**config.mk**
```make
export PLATFORM = sky130hd
export DESIGN_NAME = panel_i2c_ingress
export DESIGN_NICKNAME = d
export VERILOG_FILES = /design/src/rtl/panel_i2c_pkg.sv /design/src/rtl/pi_line_sync.sv /design/src/rtl/pi_link.sv /design/src/rtl/pi_ctrl_parse.sv /design/src/rtl/pi_data_ptr.sv /design/src/rtl/panel_i2c_ingress.sv
export SDC_FILE = /design/constraint.sdc
export NUM_CORES = 1
export LEC_CHECK = 0
export ABC_AREA = 1
export BUFFER_PORTS_ARGS = -buffer_cell sky130_fd_sc_hd__buf_2
export CAP_MARGIN = 10
export CORE_ASPECT_RATIO = 1.25
export CORE_MARGIN = 2
export CORE_UTILIZATION = 55
export DETAILED_ROUTE_END_ITERATION = 7
export PLACE_DENSITY = 0.84
export SYNTH_ARGS = -nofsm -noshare
export SYNTH_HDL_FRONTEND = slang
export SYNTH_SLANG_ARGS = --single-unit
```
**constraint.sdc**
```tcl
create_clock -name clk -period 2.46 [get_ports clk]
set_input_delay 0.246 -clock clk [delete_from_list [all_inputs] [get_ports clk]]
set_output_delay 0.246 -clock clk [all_outputs]
set_load 0.05 [all_outputs]
```
**src/rtl/panel_i2c_pkg.sv**
```systemverilog
package panel_i2c_pkg;

    localparam logic [4:0] ADDR_PREFIX = 5'b01111;
    localparam int         CO_BIT      = 7;
    localparam int         DC_BIT      = 6;
    localparam int         BYTE_BITS   = 8;

    typedef enum logic [2:0] {
        L_IDLE,
        L_ADDR,
        L_ADDR_ACK,
        L_WR_BYTE,
        L_WR_ACK,
        L_RD_BYTE,
        L_RD_ACK
    } link_state_t;

    typedef enum logic [1:0] {
        P_CTRL,
        P_SINGLE,
        P_STREAM
    } parse_state_t;

endpackage

```
**src/rtl/pi_line_sync.sv**
```systemverilog
module pi_line_sync #(
    parameter int STAGES = 2
) (
    input  logic clk,
    input  logic rst_n,
    input  logic scl_i,
    input  logic sda_i,
    output logic scl_lvl,
    output logic sda_lvl,
    output logic scl_rise,
    output logic scl_fall,
    output logic start_det,
    output logic stop_det
);

    localparam int DEPTH = STAGES + 1;

    logic [DEPTH-1:0] scl_pipe;
    logic [DEPTH-1:0] sda_pipe;
    logic             scl_prev;
    logic             sda_prev;

    // Idle bus is high: preset the pipes to ones so reset never looks like an edge.
    always_ff @(posedge clk or negedge rst_n) begin
        if (!rst_n) begin
            scl_pipe <= '1;
            sda_pipe <= '1;
        end else begin
            scl_pipe <= {scl_pipe[DEPTH-2:0], scl_i};
            sda_pipe <= {sda_pipe[DEPTH-2:0], sda_i};
        end
    end

    always_comb begin
        scl_lvl   = scl_pipe[STAGES-1];
        sda_lvl   = sda_pipe[STAGES-1];
        scl_prev  = scl_pipe[STAGES];
        sda_prev  = sda_pipe[STAGES];
        scl_rise  = scl_lvl & ~scl_prev;
        scl_fall  = ~scl_lvl & scl_prev;
        start_det = scl_lvl & scl_prev & sda_prev & ~sda_lvl;
        stop_det  = scl_lvl & scl_prev & ~sda_prev & sda_lvl;
    end

    // a bus condition can only be seen while the clock line stays high
    p_cond_scl_high_r2: assert property (@(posedge clk) disable iff (!rst_n)
        (start_det || stop_det) |-> (scl_lvl && $past(scl_lvl)));

endmodule

```
**src/rtl/pi_link.sv**
```systemverilog
module pi_link
    import panel_i2c_pkg::*;
#(
    parameter logic [7:0] STATUS = 8'h00
) (
    input  logic       clk,
    input  logic       rst_n,
    input  logic       scl_lvl,
    input  logic       sda_lvl,
    input  logic       scl_rise,
    input  logic       scl_fall,
    input  logic       start_det,
    input  logic       stop_det,
    input  logic [1:0] sel_i,
    output logic       sda_oe,
    output logic       byte_stb,
    output logic [7:0] rx_byte,
    output logic       bus_restart
);

    localparam int          CNT_W    = $clog2(BYTE_BITS + 1);
    localparam logic [CNT_W-1:0] LAST_BIT = CNT_W'(BYTE_BITS);

    link_state_t       state;
    link_state_t       state_n;
    logic [CNT_W-1:0]  bit_cnt;
    logic [7:0]        shift_in;
    logic [7:0]        shift_out;
    logic              dir_read;
    logic              master_ack;
    logic              stb_q;
    logic [7:0]        rx_q;
    logic              addr_hit;
    logic              byte_end;

    always_comb begin
        addr_hit = (shift_in[7:1] == {ADDR_PREFIX, sel_i});
        byte_end = scl_fall && (bit_cnt == LAST_BIT);
    end

    // state register
    always_ff @(posedge clk or negedge rst_n) begin
        if (!rst_n) state <= L_IDLE;
        else        state <= state_n;
    end

    // next-state decision
    always_comb begin
        state_n = state;
        if (stop_det) begin
            state_n = L_IDLE;
        end else if (start_det) begin
            state_n = L_ADDR;
        end else begin
            unique case (state)
                L_IDLE:     state_n = L_IDLE;
                L_ADDR:     if (byte_end) state_n = addr_hit ? L_ADDR_ACK : L_IDLE;
                L_ADDR_ACK: if (scl_fall) state_n = dir_read ? L_RD_BYTE : L_WR_BYTE;
                L_WR_BYTE:  if (byte_end) state_n = L_WR_ACK;
                L_WR_ACK:   if (scl_fall) state_n = L_WR_BYTE;
                L_RD_BYTE:  if (byte_end) state_n = L_RD_ACK;
                L_RD_ACK:   if (scl_fall) state_n = master_ack ? L_RD_BYTE : L_IDLE;
                default:    state_n = L_IDLE;
            endcase
        end
    end

    // bit counter, shifters and byte strobe
    always_ff @(posedge clk or negedge rst_n) begin
        if (!rst_n) begin
            bit_cnt    <= '0;
            shift_in   <= '0;
            shift_out  <= STATUS;
            dir_read   <= 1'b0;
            master_ack <= 1'b0;
            stb_q      <= 1'b0;
            rx_q       <= '0;
        end else begin
            stb_q <= 1'b0;
            if (start_det || stop_det) begin
                bit_cnt <= '0;
            end else begin
                unique case (state)
                    L_ADDR, L_WR_BYTE: begin
                        if (scl_rise && bit_cnt != LAST_BIT) begin
                            shift_in <= {shift_in[6:0], sda_lvl};
                            bit_cnt  <= bit_cnt + 1'b1;
                        end else if (byte_end) begin
                            bit_cnt <= '0;
                            if (state == L_ADDR) begin
                                dir_read <= shift_in[0];
                            end else begin
                                stb_q <= 1'b1;
                                rx_q  <= shift_in;
                            end
                        end
                    end
                    L_ADDR_ACK: begin
                        if (scl_fall) begin
                            bit_cnt   <= '0;
                            shift_out <= STATUS;
                        end
                    end
                    L_RD_BYTE: begin
                        if (scl_rise && bit_cnt != LAST_BIT) begin
                            bit_cnt <= bit_cnt + 1'b1;
                        end else if (byte_end) begin
                            bit_cnt <= '0;
                        end else if (scl_fall) begin
                            shift_out <= {shift_out[6:0], 1'b0};
                        end
                    end
                    L_RD_ACK: begin
                        if (scl_rise) begin
                            master_ack <= ~sda_lvl;
                        end else if (scl_fall) begin
                            shift_out <= STATUS;
                            bit_cnt   <= '0;
                        end
                    end
                    default: begin
                        bit_cnt <= bit_cnt;
                    end
                endcase
            end
        end
    end

    // outputs
    always_comb begin
        sda_oe      = (state == L_ADDR_ACK) || (state == L_WR_ACK) ||
                      ((state == L_RD_BYTE) && !shift_out[7]);
        byte_stb    = stb_q;
        rx_byte     = rx_q;
        bus_restart = start_det | stop_det;
    end

    // the line is only ever pulled while the clock line is low
    p_oe_rise_scl_low_r3: assert property (@(posedge clk) disable iff (!rst_n)
        $rose(sda_oe) |-> !scl_lvl);

    // an acknowledge of the address byte belongs to a matching address
    p_ack_hit_r1: assert property (@(posedge clk) disable iff (!rst_n)
        (state == L_ADDR_ACK) |-> (shift_in[7:1] == {ADDR_PREFIX, sel_i}));

    // every delivered byte is followed by its acknowledge slot
    p_stb_in_ack_r3: assert property (@(posedge clk) disable iff (!rst_n)
        byte_stb |-> (state == L_WR_ACK));

    // read transfers never deliver a payload strobe
    p_read_no_stb_r10: assert property (@(posedge clk) disable iff (!rst_n)
        (state == L_RD_BYTE || state == L_RD_ACK) |-> !byte_stb);

endmodule

```
**src/rtl/pi_ctrl_parse.sv**
```systemverilog
module pi_ctrl_parse
    import panel_i2c_pkg::*;
(
    input  logic       clk,
    input  logic       rst_n,
    input  logic       byte_stb,
    input  logic [7:0] rx_byte,
    input  logic       bus_restart,
    output logic       ram_req,
    output logic       cmd_valid,
    output logic [7:0] cmd_byte
);

    parse_state_t state;
    parse_state_t state_n;
    logic         to_ram;
    logic         routed;
    logic         cmd_q;
    logic [7:0]   cmd_byte_q;

    // state register
    always_ff @(posedge clk or negedge rst_n) begin
        if (!rst_n) state <= P_CTRL;
        else        state <= state_n;
    end

    always_comb begin
        state_n = state;
        if (bus_restart) begin
            state_n = P_CTRL;
        end else if (byte_stb) begin
            unique case (state)
                P_CTRL:   state_n = rx_byte[CO_BIT] ? P_SINGLE : P_STREAM;
                P_SINGLE: state_n = P_CTRL;
                P_STREAM: state_n = P_STREAM;
                default:  state_n = P_CTRL;
            endcase
        end
    end

    // destination flag captured from each control byte; command output register
    always_ff @(posedge clk or negedge rst_n) begin
        if (!rst_n) begin
            to_ram     <= 1'b0;
            cmd_q      <= 1'b0;
            cmd_byte_q <= '0;
        end else begin
            cmd_q <= 1'b0;
            if (byte_stb && state == P_CTRL) begin
                to_ram <= rx_byte[DC_BIT];
            end
            if (routed && !to_ram) begin
                cmd_q      <= 1'b1;
                cmd_byte_q <= rx_byte;
            end
        end
    end

    // outputs
    always_comb begin
        routed    = byte_stb && (state != P_CTRL);
        ram_req   = routed && to_ram;
        cmd_valid = cmd_q;
        cmd_byte  = cmd_byte_q;
    end

    // a control byte never turns into a command strobe
    p_ctrl_silent_r4: assert property (@(posedge clk) disable iff (!rst_n)
        (byte_stb && state == P_CTRL) |=> !cmd_valid);

    // a stream persists until the bus restarts
    p_stream_sticky_r6: assert property (@(posedge clk) disable iff (!rst_n)
        (state == P_STREAM && !bus_restart) |=> (state == P_STREAM));

    // a single-word payload returns the parser to control decoding
    p_single_once_r5: assert property (@(posedge clk) disable iff (!rst_n)
        (state == P_SINGLE && byte_stb) |=> (state == P_CTRL));

endmodule

```
**src/rtl/pi_data_ptr.sv**
```systemverilog
module pi_data_ptr #(
    parameter int AW = 7
) (
    input  logic          clk,
    input  logic          rst_n,
    input  logic          ram_req,
    input  logic [7:0]    wr_byte,
    input  logic          ptr_load,
    input  logic [AW-1:0] ptr_value,
    input  logic [AW-1:0] ptr_last,
    output logic          ram_we,
    output logic [AW-1:0] ram_addr,
    output logic [7:0]    ram_data
);

    localparam logic [AW-1:0] PTR_ONE = AW'(1);

    logic [AW-1:0] ptr;
    logic [AW-1:0] ptr_next;
    logic          we_q;
    logic [AW-1:0] addr_q;
    logic [7:0]    data_q;

    always_comb begin
        ptr_next = (ptr == ptr_last) ? '0 : ptr + PTR_ONE;
    end

    always_ff @(posedge clk or negedge rst_n) begin
        if (!rst_n) begin
            ptr    <= '0;
            we_q   <= 1'b0;
            addr_q <= '0;
            data_q <= '0;
        end else begin
            we_q <= ram_req;
            if (ram_req) begin
                addr_q <= ptr;
                data_q <= wr_byte;
            end
            if (ptr_load)     ptr <= ptr_value;
            else if (ram_req) ptr <= ptr_next;
        end
    end

    always_comb begin
        ram_we   = we_q;
        ram_addr = addr_q;
        ram_data = data_q;
    end

    // ordinary advance
    p_ptr_step_r8: assert property (@(posedge clk) disable iff (!rst_n)
        (ram_req && !ptr_load && ptr != ptr_last) |=> (ptr == $past(ptr) + PTR_ONE));

    // wrap after the last address
    p_ptr_wrap_r8: assert property (@(posedge clk) disable iff (!rst_n)
        (ram_req && !ptr_load && ptr == ptr_last) |=> (ptr == '0));

    // load wins over advance
    p_ptr_load_r9: assert property (@(posedge clk) disable iff (!rst_n)
        ptr_load |=> (ptr == $past(ptr_value)));

    // without traffic the pointer holds
    p_ptr_hold_r9: assert property (@(posedge clk) disable iff (!rst_n)
        (!ptr_load && !ram_req) |=> $stable(ptr));

    // the write address is the pointer value before the advance
    p_we_addr_r7: assert property (@(posedge clk) disable iff (!rst_n)
        (ram_req && !ptr_load) |=> (ram_addr == $past(ptr) && ram_we));

endmodule

```
**src/rtl/panel_i2c_ingress.sv**
```systemverilog
module panel_i2c_ingress #(
    parameter int         AW          = 7,
    parameter int         SYNC_STAGES = 2,
    parameter logic [7:0] STATUS      = 8'h00
) (
    input  logic          clk,
    input  logic          rst_n,
    input  logic          scl_i,
    input  logic          sda_i,
    output logic          sda_oe,
    input  logic [1:0]    sel_i,
    input  logic          ptr_load,
    input  logic [AW-1:0] ptr_value,
    input  logic [AW-1:0] ptr_last,
    output logic          cmd_valid,
    output logic [7:0]    cmd_byte,
    output logic          ram_we,
    output logic [AW-1:0] ram_addr,
    output logic [7:0]    ram_data
);

    logic       scl_lvl;
    logic       sda_lvl;
    logic       scl_rise;
    logic       scl_fall;
    logic       start_det;
    logic       stop_det;
    logic       byte_stb;
    logic [7:0] rx_byte;
    logic       bus_restart;
    logic       ram_req;

    pi_line_sync #(.STAGES(SYNC_STAGES)) u_sync (
        .clk       (clk),
        .rst_n     (rst_n),
        .scl_i     (scl_i),
        .sda_i     (sda_i),
        .scl_lvl   (scl_lvl),
        .sda_lvl   (sda_lvl),
        .scl_rise  (scl_rise),
        .scl_fall  (scl_fall),
        .start_det (start_det),
        .stop_det  (stop_det)
    );

    pi_link #(.STATUS(STATUS)) u_link (
        .clk         (clk),
        .rst_n       (rst_n),
        .scl_lvl     (scl_lvl),
        .sda_lvl     (sda_lvl),
        .scl_rise    (scl_rise),
        .scl_fall    (scl_fall),
        .start_det   (start_det),
        .stop_det    (stop_det),
        .sel_i       (sel_i),
        .sda_oe      (sda_oe),
        .byte_stb    (byte_stb),
        .rx_byte     (rx_byte),
        .bus_restart (bus_restart)
    );

    pi_ctrl_parse u_parse (
        .clk         (clk),
        .rst_n       (rst_n),
        .byte_stb    (byte_stb),
        .rx_byte     (rx_byte),
        .bus_restart (bus_restart),
        .ram_req     (ram_req),
        .cmd_valid   (cmd_valid),
        .cmd_byte    (cmd_byte)
    );

    pi_data_ptr #(.AW(AW)) u_ptr (
        .clk       (clk),
        .rst_n     (rst_n),
        .ram_req   (ram_req),
        .wr_byte   (rx_byte),
        .ptr_load  (ptr_load),
        .ptr_value (ptr_value),
        .ptr_last  (ptr_last),
        .ram_we    (ram_we),
        .ram_addr  (ram_addr),
        .ram_data  (ram_data)
    );

    // command and RAM strobes are mutually exclusive
    p_one_strobe_r7: assert property (@(posedge clk) disable iff (!rst_n)
        $onehot0({cmd_valid, ram_we}));

endmodule

```
; ---- After elaboration in Yosys (flattened, before gate mapping)
; Cells that the tools add are included.
[totals]
latch_bits = 0
wordCells = 122
out_inout_bits = 26
n_memories = 0
in_bits = 21
reg_bits = 75
mem_bits_rw = 0
rom_bits = 0
[classes]
muxes = 37
bitwise = 15
shift = 0
eq_ne = 23
order_cmp = 0
n_addsub = 2
reduce_logical = 27
mul = 0
n_div = 0
[op_table]
columns = operator, count
row1 = $mux W8, 5
row2 = $mux W3, 10
row3 = $ne A4 B1 Y1 const B, 7
row4 = $pmux W8 S3, 1
row5 = $mux W7, 3
row6 = $mux W4, 5
row7 = $pmux W3 S6, 1
row8 = $pmux W4 S3, 1
row9 = $reduce_and A6 Y1, 2
row10 = $reduce_and A5 Y1, 2
row11 = $eq A3 B3 Y1 const B, 3
row12 = $reduce_and A3 Y1, 3
row13 = $mux W2, 4
row14 = $add A7 B1 Y7 const B, 1
row15 = $and A1 B1 Y1, 7
row16 = $eq A7 B6 Y1, 1
row17 = $eq A7 B7 Y1, 1
row18 = $logic_and A1 B1 Y1, 7
row19 = $not A1 Y1, 7
row20 = $eq A3 B2 Y1 const B, 2
row21 = $mux W1, 6
row22 = $ne A2 B2 Y1 const B, 3
row23 = $reduce_bool A2 Y1, 3
row24 = $add A4 B1 Y4 const B, 1
row25 = other kinds (15), 18

; ---- Depth between registers and ports, before layout
; Gate-level depths: netlist of the first run.
[depth]
ltp_word = 7
depth_mapped = 10
depth_no_buf = 10

; ---- Modules after synthesis
; A second synthesis of the first run with hierarchy kept.
[unflattened]
hier_cells = 387
area_unflattened_um2 = 3268.1
[modules_own_cells]
columns = module, area_per_inst_um2, cells_each, seq_area_each_um2, instances
row1 = pi_link, 1380.1, 170, 650.6, 1
row2 = pi_data_ptr, 1159.9, 141, 575.6, 1
row3 = pi_ctrl_parse, 529.3, 59, 300.3, 1
row4 = pi_line_sync, 198.9, 17, 157.7, 1

; ---- Worst setup path before layout of the first run
; No wires, ideal clock.
[synth_path]
path_type = reg2reg
startpoint = register u_link.state[0]
endpoint = register u_link.state[1]
arrival_ps = 2083
synth_period_minus_slack_ps = 2148
path_stages_with_launch = 8
slack_ps = 312
setup_ps = 66
required_ps = 2394
n_path_buf = 0
path_cell_list = dfrtp_1 > inv_2 > nand2_1 > o21ai_0 > nand2_1 > nand2_1 > nand2_1 > nand2_1
[synth_between]
elab_chain_cells = 4
word_cells_on_any_way = 16
cone_classes = eq/ne: 12 / mux: 3 / reduce/logical: 1
[synth_rtl]
columns = element, line
row1 = "start, declared", pi_link.sv:24  ; link_state_t state;
row2 = "start signal, assigned", pi_link.sv:44  ; else state <= state_n;
row3 = $eq A3 B3 Y1 (tied with other cells), pi_link.sv:55  ; unique case (state)
row4 = $pmux W3 S6, pi_link.sv:55
row5 = $mux W3, pi_link.sv:52  ; end else if (start_det) begin
row6 = $mux W3, pi_link.sv:50  ; if (stop_det) begin
; Parallel ways exist; a longest one is shown, timed or not.
; A chain may end at the register's enable or synchronous reset.

; ---- Worst setup path after layout of the first run
[layout_path]
startpoint = register u_link.state[0]
endpoint = output port sda_oe
[layout_between]
elab_chain_cells = 3
word_cells_on_any_way = 6
cone_classes = eq/ne: 3 / reduce/logical: 3
[layout_rtl]
columns = element, line
row1 = $eq A3 B2 Y1 (tied with other cells), pi_link.sv:131  ; sda_oe = (state == L_ADDR_ACK) || (state == L_WR_ACK) ||
row2 = $logic_or A1 B1 Y1 / $logic_and A1 B1 Y1 (equally long branches), "pi_link.sv:131, pi_link.sv:132"
row3 = $logic_or A1 B1 Y1 *, pi_link.sv:131
row4 = "end, declared", panel_i2c_ingress.sv:10  ; output logic sda_oe,
; Every way passes the cells marked *; elsewhere a longest branch is shown, timed or not.

==> results.json, run 1 <==
{
  "clockBufferDepth": 2,
  "seqPwrFrac": 0.496,
  "area_growth_pct": 17.46,
  "rows": 30,
  "synth_xor_area_frac": 0.02268,
  "p_switching_w": 0.0005881,
  "swShare": 0.2436,
  "worstSetupPathType": "reg -> out",
  "critPathMaxStageDelay_ps": 450,
  "hold_path_class": "in -> reg",
  "pin_count": 47,
  "insertion_delay_ps": 350,
  "drc": 0,
  "synth_enable_flop_cells": 0,
  "via_per_inst": 5.236,
  "io_buffers": 46,
  "dp_cells": 468,
  "synth_flop_cell": "dfrtp_1",
  "r2r_slack_ps": 720,
  "intPower_w": 0.001826,
  "synth_area_um2": 3089,
  "overflow": 0,
  "cellPowerDensity_nw_per_um2": 665.4,
  "clkTransAtPathRegs_ps": 70,
  "period_share": 0.7831,
  "cts_resized": 0,
  "core_area_um2": 5443,
  "reg2reg_to": "u_link.shift_in[5]",
  "place_congestion": 0.8859,
  "seq_area_frac_synth": 0.5452,
  "critPathBufInv": 2,
  "antenna_found_initial": 0,
  "firstDrtPassIters": 5,
  "fmax_mhz": 519.1,
  "yosysWarnings": 0,
  "cp_top_family": "buffers and inverters",
  "drt-initial-drc-count": 248,
  "die_height_um": 87.79,
  "grt_pass1_wl_um": 10580,
  "endpoint_kind": "output port",
  "drtAntennaViolNets": 0,
  "start_kind": "flop",
  "chipWidth_um": 71.03,
  "ctsHtreeMaxLevel": 3,
  "cp.arrival_ps": 1680,
  "slew_violations": 0,
  "synth_cell_type_count": 30,
  "detail_route.wl_per_cell_um": 12.76,
  "synth_fa_ha_area_frac": 0.01215,
  "setup_viol": 0,
  "critPathRequiredTime_ps": 2210,
  "grt_max_degree": 35,
  "synth-simple-area-share": 0.2357,
  "drive_above_1_share": 0.2175,
  "critical_path.slowest_cell": "dfrtp_1",
  "start_util": 0.5676,
  "stdcell_count": 487,
  "synth_compound_area_frac": 0.1009,
  "yosysTopAreaCellShare": 0.4941,
  "finalSetupTns_ps": 0,
  "hpwlAfterDp_um": 4242,
  "routed_wl_um": 6214,
  "drv_cap": 0,
  "cts_tree": "done",
  "worstPathCellList": "inv_2 > nand2_1 > o21ai_0 > buf_2",
  "worstRegToRegCells": 7,
  "status": "completed",
  "min_period_ps": 1926,
  "min-delay-start": "ptr_value[0]",
  "num_vias": 2550,
  "slew_headroom": 0.5026,
  "antenna_cells": 0,
  "synthArstFlopShare": 1.000,
  "clock-root-buffer": "clkbuf_8",
  "cts_sinks": 67,
  "cp_max_fo": 5,
  "first_global_vias": 2387,
  "yosysTopAreaCell": "dfrtp_1",
  "skew_ps": 13.92,
  "synth.area.mux_share": 0.007290,
  "dieArea_um2": 6236,
  "timing_hold_violations_final": 0,
  "hold_end": "u_ptr.ptr[0]",
  "power_frac_comb": 0.077,
  "synth-seq-cells": 67,
  "nNetsFinal": 442,
  "synth_cells": 365,
  "grt_use_total": 0.2177,
  "synth_top_family_by_area": "simple AND/OR/NAND/NOR gates",
  "rsz0062_at_grt": "no",
  "clockPowerShare": 0.427,
  "vdd_drop_max_mv": 0.4772,
  "syn_area_per_cell_um2": 8.464,
  "worst_slew_pin_slew_ps": 746.1,
  "rr_startpoint": "u_link.bit_cnt[0]",
  "synth_fp_nets": 389,
  "cts_buffers": 9,
  "synthTopCellsByArea": "dfrtp_1, nand2_1, o21ai_0",
  "p_leak_nw": 1.890,
  "min_path_cells": 3
}
[layout make-up]
cell class                      count  area (um^2)
Clock inverter                      5        85.08
Tap cell                           64        80.08
Clock buffer                       11        141.4
Sequential cell                    67         1684
Multi-Input combinational cell    241         1170
Timing Repair Buffer               51        287.8
Fill cell                         396         1814
Inverter                           48        180.2
[state kept, by name (all words and copies together), names as in the netlist, 2 cells and up]
signal,flops
u_ptr.ram_addr,7
u_link.state,3
u_sync.scl_pipe,3
u_parse.cmd_byte,8
u_link.bit_cnt,4
u_sync.sda_pipe,3
u_link.shift_in,8
u_link.rx_byte,8
u_ptr.ptr,7
u_ptr.ram_data,8
u_parse.state,2
[Yosys cell counts, types with 2 or more instances]
cell / n
clkbuf_1: 2
nor2_4: 2
xnor2_1: 4
xor2_1: 4
nand3_1: 22
o21ai_2: 3
dfrtp_1: 61
mux2_2: 2
dfstp_2: 6
o21ai_1: 17
nand4_1: 6
nor2_2: 2
inv_2: 8
ha_1: 3
nor2_1: 22
nor3_1: 2
o21ai_0: 32
buf_2: 4
inv_1: 39
a21oi_1: 4
nand2_1: 108
buf_6: 2
nand2_2: 3
[through the flow]
step,worst slack [ps],utilization,area (um^2),power [W],hold WS [ps]
after floorplan,311.7,-,3089,0.001320,-49.59
after global placement,831.5,0.6195,3372,0.001387,343.0
after detailed placement,768.0,0.6195,3372,0.001398,349.1
after CTS,524.9,0.6667,3628,0.002425,124.8
after global routing,438.7,0.6667,3628,0.002510,174.7
final,533.5,0.6667,3628,0.002414,142.8
[worst max path at each step]
| stage | start | endpoint | slack (ps) | depth (start not counted) |
|---|---|---|---|---|
| global route | u_link.state[0] | sda_oe | 440 | 4 |
| CTS | u_link.state[0] | sda_oe | 520 | 4 |
| floorplan | u_link.state[0] | u_link.state[1] | 310 | 7 |
| global placement | u_link.bit_cnt[0] | u_link.shift_in[4] | 830 | 7 |
| detailed placement | u_link.bit_cnt[0] | u_link.shift_in[4] | 770 | 7 |
| finish | u_link.state[0] | sda_oe | 530 | 4 |
[worst register-to-register path: stages, from the launching register on]
cell	delay, ps
dfrtp_1	410
inv_1	80
ha_1	150
nand2_1	60
nor2_2	160
nor2_1	90
nand2_1	300
mux2_2	380
[cells by family after synthesis]
logic type	Yosys count
AO/OA/AOI/OAI	58
XOR/XNOR	8
adder cells (fa/ha/maj)	3
buffers and inverters	57
flip-flops	67
multiplexers	2
AND/OR/NAND/NOR	170
[per-layer routing]
metal  vias to the layer above  global-route usage  wire length, um  share of wire
li1                       1264                   -                -              -
met1                      1184              0.2767             2636           0.42
met2                        87              0.3628             3100           0.50
met3                        15             0.02877              366          0.059
met4                         0              0.1201              110          0.018
met5                         -                   0                0              0
[what timing repair did]
item,CTS,global route
setup buffers,0,0
endpoints found under the hold margin,32,0
hold buffers,3,0
[power groups by stage]
stage	Sequential [W]	Combinational, W	Clock [W]
6_report	0.00120	0.000186	0.00103
3_5_place_dp	0.00122	0.000182	0
2_1_floorplan	0.00120	0.000117	0
4_1_cts	0.00120	0.000187	0.00104
3_3_place_gp	0.00121	0.000175	0
5_1_grt	0.00120	0.000217	0.00109
[placed cells by master (no fill, tap or decap), types with 2 or more instances in the layout]
master	synthesis	final
a21oi_1	4	4
buf_2	4	46
bufinv_16	0	2
clkbuf_8	0	10
dfrtp_1	61	61
dfstp_2	6	6
dlygate4sd3_1	0	3
ha_1	3	3
inv_1	39	39
inv_2	8	8
mux2_2	2	2
nand2_1	108	108
nand2_2	3	3
nand3_1	22	22
nand4_1	6	6
nor2_1	22	22
nor2_2	2	2
nor2_4	2	2
nor3_1	2	2
o21ai_0	32	32
o21ai_1	17	17
o21ai_2	3	3
xnor2_1	4	4
xor2_1	4	4
Power figures use the tool's default switching activity.
==> inputs of run 2 (changes only) <==
Settings changed: ABC_AREA 1 to 0.
Clock period 2.46 ns to 1.9 ns, I/O delays scaled along.
==> run 2 against run 1 <==
  * Highest routed layer unchanged
  * Synthesized cell count is 23% lower
  * Die area about the same
  * Combinational power is 3% higher
  * Count of clock-buffer cells in the layout stayed put
  * Register-to-register slack lost 630 ps
  * Sequential power up 27%
  * Worst setup slack lost 450 ps
  * Largest cell class unchanged
  * Area after synthesis barely moved
  * Final area rose by 1.9%
  * Largest power group unchanged
  * Power is 32% higher
  * Global-route usage shrank 2.0 points
==> results.json, run 2 <==
{
  "ctsHtreeMaxLevel": 3,
  "rsz0062_at_grt": "yes",
  "clockBufferDepth": 2,
  "dpl-instance-area_um2": 3405,
  "drive_above_1_share": 0.3382,
  "dr_wl_met2_um": 2818,
  "fmax_mhz": 551.1,
  "antenna_found_initial": 0,
  "fill_cells": 387,
  "start_util": 0.5680,
  "syn_area_per_cell_um2": 11.00,
  "routed_wl_um": 5697,
  "start_kind": "flop",
  "drt-initial-drc-count": 91,
  "first_global_vias": 2189,
  "final_cell_mix": "dfrtp_1, nand2_1, buf_2",
  "antenna_cells": 0,
  "yosysTopAreaCell": "dfrtp_1",
  "endpoint_kind": "flop",
  "synth_cell_type_count": 49,
  "setup_viol": 0,
  "cp_max_fo": 9,
  "synth_cells": 281,
  "pin_count": 47,
  "critPathRequiredTime_ps": 2130,
  "hold_end": "u_ptr.ptr[1]",
  "min-delay-start": "ptr_value[1]",
  "firstDrtPassIters": 4,
  "top_layer": "met4",
  "netlist_top_cells_count": "dfrtp_1, nand2_1, mux2_2, inv_1, nand3_1",
  "worst_slew_pin_slew_ps": 527.6,
  "synth_fp_nets": 305,
  "grt_use_total": 0.1972,
  "reg2reg_to": "u_link.rx_byte[0]",
  "cellPowerDensity_nw_per_um2": 863.2,
  "skew_ps": 9.414,
  "vdd_drop_max_mv": 0.8365,
  "synth_area_um2": 3092,
  "min_path_cells": 3,
  "period_share": 0.9550,
  "place_congestion": 0.8752,
  "fin_hold_ws_ps": 68.64,
  "drc": 0,
  "p_leak_nw": 1.898,
  "yosysWarnings": 0,
  "die_height_um": 87.83,
  "drtAntennaViolNets": 0,
  "slew_violations": 0,
  "post_cts_buffers": 0,
  "chipWidth_um": 71.06,
  "min_period_ps": 1814,
  "synth-seq-cells": 67,
  "timing_hold_violations_final": 0,
  "cts_sinks": 67,
  "yosysTopAreaCellShare": 0.4937,
  "rows": 30,
  "overflow": 0,
  "final_util": 0.6795,
  "clkTransAtPathRegs_ps": 70,
  "clock-root-buffer": "clkbuf_8",
  "via_per_inst": 5.440,
  "wirelength_met1_um": 2520,
  "cp.arrival_ps": 2040,
  "area_growth_pct": 19.63,
  "nNetsFinal": 362,
  "finalSetupTns_ps": 0,
  "cts_buffers": 9,
  "drv_cap": 0,
  "rr_startpoint": "u_link.bit_cnt[0]",
  "design_area_um2": 3699,
  "hold_path_class": "in -> reg",
  "slew_headroom": 0.6483,
  "detail_route.wl_per_cell_um": 14.00,
  "synth_flop_cell": "dfrtp_1",
  "synthArstFlopShare": 1.000,
  "insertion_delay_ps": 340,
  "seq_area_frac_synth": 0.5447,
  "synth.most_common_cell": "dfrtp_1",
  "grt_max_degree": 44,
  "dieArea_um2": 6241,
  "cts_tree": "done",
  "worstSetupPathType": "reg -> reg",
  "r2r_slack_ps": 90,
  "synthTopCellsByArea": "dfrtp_1, mux2_2, nand2_1",
  "dp_cells": 388,
  "grt_pass1_wl_um": 9542,
  "io_buffers": 46,
  "hpwlAfterDp_um": 3941,
  "synth_enable_flop_cells": 0,
  "num_vias": 2214,
  "stdcell_count": 407,
  "layout_commonest_cell": "dfrtp_1",
  "status": "completed",
  "worstRegToRegCells": 7,
  "core_area_um2": 5443,
  "met3_length_um": 261
}
run 2: cell types whose count changed in the layout (fill, tap and decap cells not counted), sizes merged, moves of 5 or more:
cell / change
a21oi: +5
a32oi: +5
buf: +8
inv: -36
mux2: +26
nand2: -56
nand3: -11
nand4: -5
nor2: -14
o21ai: -43
run 2: worst max-delay path by stage:
stage / startpoint / to / slack, ps
floorplan: u_link.bit_cnt[0] / u_link.rx_byte[0] / 120
global placement: u_link.bit_cnt[0] / u_link.rx_byte[1] / 140
detailed placement: u_link.bit_cnt[0] / u_link.rx_byte[0] / 60
CTS: u_link.bit_cnt[0] / u_link.rx_byte[0] / 50
global route: u_link.bit_cnt[1] / u_link.rx_byte[7] / -20
finish: u_link.bit_cnt[0] / u_link.rx_byte[0] / 90
run 2: logic make-up after synthesis:
group / Yosys count / synth area share
buffers and inverters: 25 / 0.03804
adder cells (fa/ha/maj): 3 / 0.01214
AO/OA/AOI/OAI: 41 / 0.09591
flip-flops: 67 / 0.5447
AND/OR/NAND/NOR: 105 / 0.1728
multiplexers: 29 / 0.1052
XOR/XNOR: 11 / 0.03116
run 2: per-stage QoR:
stage / total power, W / setup slack [ps]
after floorplan: 0.001645 / 120.4
after global placement: 0.001719 / 140.4
after detailed placement: 0.001730 / 60.24
after CTS: 0.003220 / 49.08
after global routing: 0.003313 / -22.14
final: 0.003193 / 85.55
run 2: per-layer routing:
metal / global-route usage / up-vias
met2: 0.3322 / 57
met5: 0 / -
met3: 0.06329 / 9
met4: 0.08919 / 0
li1: - / 1083
met1: 0.2320 / 1065
run 2: critical path, cell delays in order, from the launching register on:
cell and delay [ps]:
dfrtp_1 420, inv_2 70, ha_2 190, nand3b_4 120, nor3b_4 240, nand2_2 120
nor2_8 190, mux2_2 360
run 2: what timing repair did:
item	in CTS	in global routing
hold buffers	3	0
hold endpoints to repair	26	0
resized for setup	0	3
setup endpoints to repair	0	19
run 2: cell type report:
cell class / count / area [um^2] / area share
Tap cell: 64 / 80.08 / 0.02165
Inverter: 12 / 45.04 / 0.01218
Clock buffer: 11 / 151.4 / 0.04093
Sequential cell: 67 / 1684 / 0.4553
Timing Repair Buffer: 59 / 335.3 / 0.09066
Multi-Input combinational cell: 189 / 1295 / 0.3501
Clock inverter: 5 / 107.6 / 0.02909
run 2: report_power, final:
| group | switching [W] | total, W | internal (W) | leakage [nW] |
|---|---|---|---|---|
| logic | 0.000101 | 0.000192 | 0.0000901 | 0.876 |
| registers | 0.0000513 | 0.00152 | 0.00147 | 0.892 |
| clock network | 0.000532 | 0.00148 | 0.000950 | 0.130 |
| total | 0.000685 | 0.00319 | 0.00251 | 1.90 |
==> inputs of run 3 (changes only) <==
Settings changed: CTS_BUF_LIST from default to sky130_fd_sc_hd__clkbuf_16, SKIP_CTS_REPAIR_TIMING from default to 1.
==> run 3 against run 2 <==
  * Highest routed layer unchanged
  * Power grew 12%
  * Worst setup slack lost 21 ps
  * Register-to-register slack lost 20 ps
  * Largest power group is now clock
  * Final cell count grew 1.2%
  * Critical endpoint is now u_link.rx_byte[6]
==> results.json, run 3 (synthesized netlist as in run 2, its figures left out) <==
{
  "status": "completed",
  "area_growth_pct": 23.67,
  "grt_pass1_wl_um": 10140,
  "min_period_ps": 1835,
  "slew_headroom": 0.6441,
  "die_height_um": 87.83,
  "intPower_w": 0.002847,
  "insertion_delay_ps": 330,
  "cts_tree": "done",
  "grt_max_degree": 44,
  "layout_commonest_cell": "dfrtp_1",
  "timing_hold_violations_final": 0,
  "worstPathCellList": "inv_2 > ha_2 > nand3b_4 > nor3b_4 > nand2_2 > nor2_4 > mux2_2",
  "worstSetupPathType": "reg -> reg",
  "slew_violations": 0,
  "dieArea_um2": 6241,
  "chipWidth_um": 71.06,
  "cellPowerDensity_nw_per_um2": 938.4,
  "overflow": 0,
  "power_frac_comb": 0.058,
  "antenna_found_initial": 0,
  "design_area_um2": 3824,
  "period_share": 0.9659,
  "fin_hold_ws_ps": 84.61,
  "vdd_drop_max_mv": 0.9037,
  "drive_above_1_share": 0.3448,
  "via_per_inst": 5.600,
  "io_buffers": 46,
  "endpoint_kind": "flop",
  "min_path_cells": 3,
  "p_leak_nw": 1.951,
  "final_cell_mix": "dfrtp_1, nand2_1, buf_2",
  "antenna_cells": 0,
  "clockPowerShare": 0.518,
  "place_ws_ps": 60.24,
  "p_switching_w": 0.0007410,
  "firstDrtPassIters": 4,
  "hold_path_class": "in -> reg",
  "first_global_vias": 2252,
  "dpl-instance-area_um2": 3405,
  "drt-initial-drc-count": 135,
  "drv_cap": 0,
  "worst_slew_pin_slew_ps": 533.8,
  "swShare": 0.2065,
  "critical_path.slowest_cell": "dfrtp_1",
  "skew_ps": 7.076,
  "drc": 0,
  "setup_slack_ps": 64.84,
  "cp_max_fo": 4,
  "finalSetupTns_ps": 0,
  "hpwlAfterDp_um": 3941,
  "critPathMaxStageDelay_ps": 410,
  "detail_route.wl_per_cell_um": 15.00,
  "cts_sinks": 67,
  "routed_wl_um": 6181,
  "critPathRequiredTime_ps": 2110,
  "clockBufferDepth": 2,
  "place_congestion": 0.8752,
  "rows": 30,
  "worstRegToRegCells": 7,
  "nNetsFinal": 367,
  "clock-root-buffer": "clkbuf_16",
  "start_util": 0.5680,
  "fmax_mhz": 544.9,
  "cts_buffers": 9,
  "clkTransAtPathRegs_ps": 50,
  "core_area_um2": 5443,
  "cp.arrival_ps": 2040,
  "grt_use_total": 0.2092,
  "start_kind": "flop",
  "ctsHtreeMaxLevel": 3,
  "num_vias": 2307,
  "drtAntennaViolNets": 0,
  "seqPwrFrac": 0.424,
  "setup_viol": 0,
  "p_total_w": 0.003588,
  "pin_count": 47
}
==> run 3: path summary, 6_finish.rpt <==
| path | start | to | slack (ps) |
|---|---|---|---|
| worst max register to register | u_link.bit_cnt[0] | u_link.rx_byte[6] | 60 |
| min in group asynchronous | rst_n | u_ptr.ram_addr[2] | 220 |
| worst max-delay path | u_link.bit_cnt[0] | u_link.rx_byte[6] | 60 |
| max in group asynchronous | rst_n | u_sync.scl_pipe[2] | 930 |
| worst min-delay path | ptr_value[1] | u_ptr.ptr[1] | 80 |
| worst min register to register | u_sync.scl_pipe[0] | u_sync.scl_pipe[1] | 350 |
==> run 3: per-stage QoR <==
stage,util,instances
floorplan,-,281
global placement,0.6255,388
detailed placement,0.6255,388
CTS,0.6880,404
global route,0.7025,412
finish,0.7025,412
==> run 3: critical path, delay by kind of cell (launching register included) <==
| family | cells | cell delay [ps] |
|---|---|---|
| and+or+nand+nor | 4 | 690 |
| buffers and inverters | 1 | 70 |
| adders and majority gates | 1 | 190 |
| DFF | 1 | 410 |
| muxes | 1 | 350 |
==> run 3: final cells by class <==
type	count	area (um^2)
Timing Repair Buffer	63	365.4
Clock buffer	9	225.2
Sequential cell	67	1684
Inverter	12	45.04
Multi-Input combinational cell	190	1309
Tap cell	64	80.08
Fill cell	371	1619
Clock inverter	7	115.1
==> run 3: per-layer routing <==
layer | part of all wire | global-route usage
met5 | 0 | 0
met2 | 0.51 | 0.3500
met4 | 0.022 | 0.1012
met3 | 0.044 | 0.05409
met1 | 0.42 | 0.2538
==> run 3: power by group through the flow <==
stage               registers, W  clock network (W)  logic, W
floorplan                0.00152                  0  0.000121
detailed placement       0.00154                  0  0.000187
global placement         0.00154                  0  0.000179
CTS                      0.00152            0.00190  0.000189
finish                   0.00152            0.00186  0.000208
global route             0.00153            0.00195  0.000234
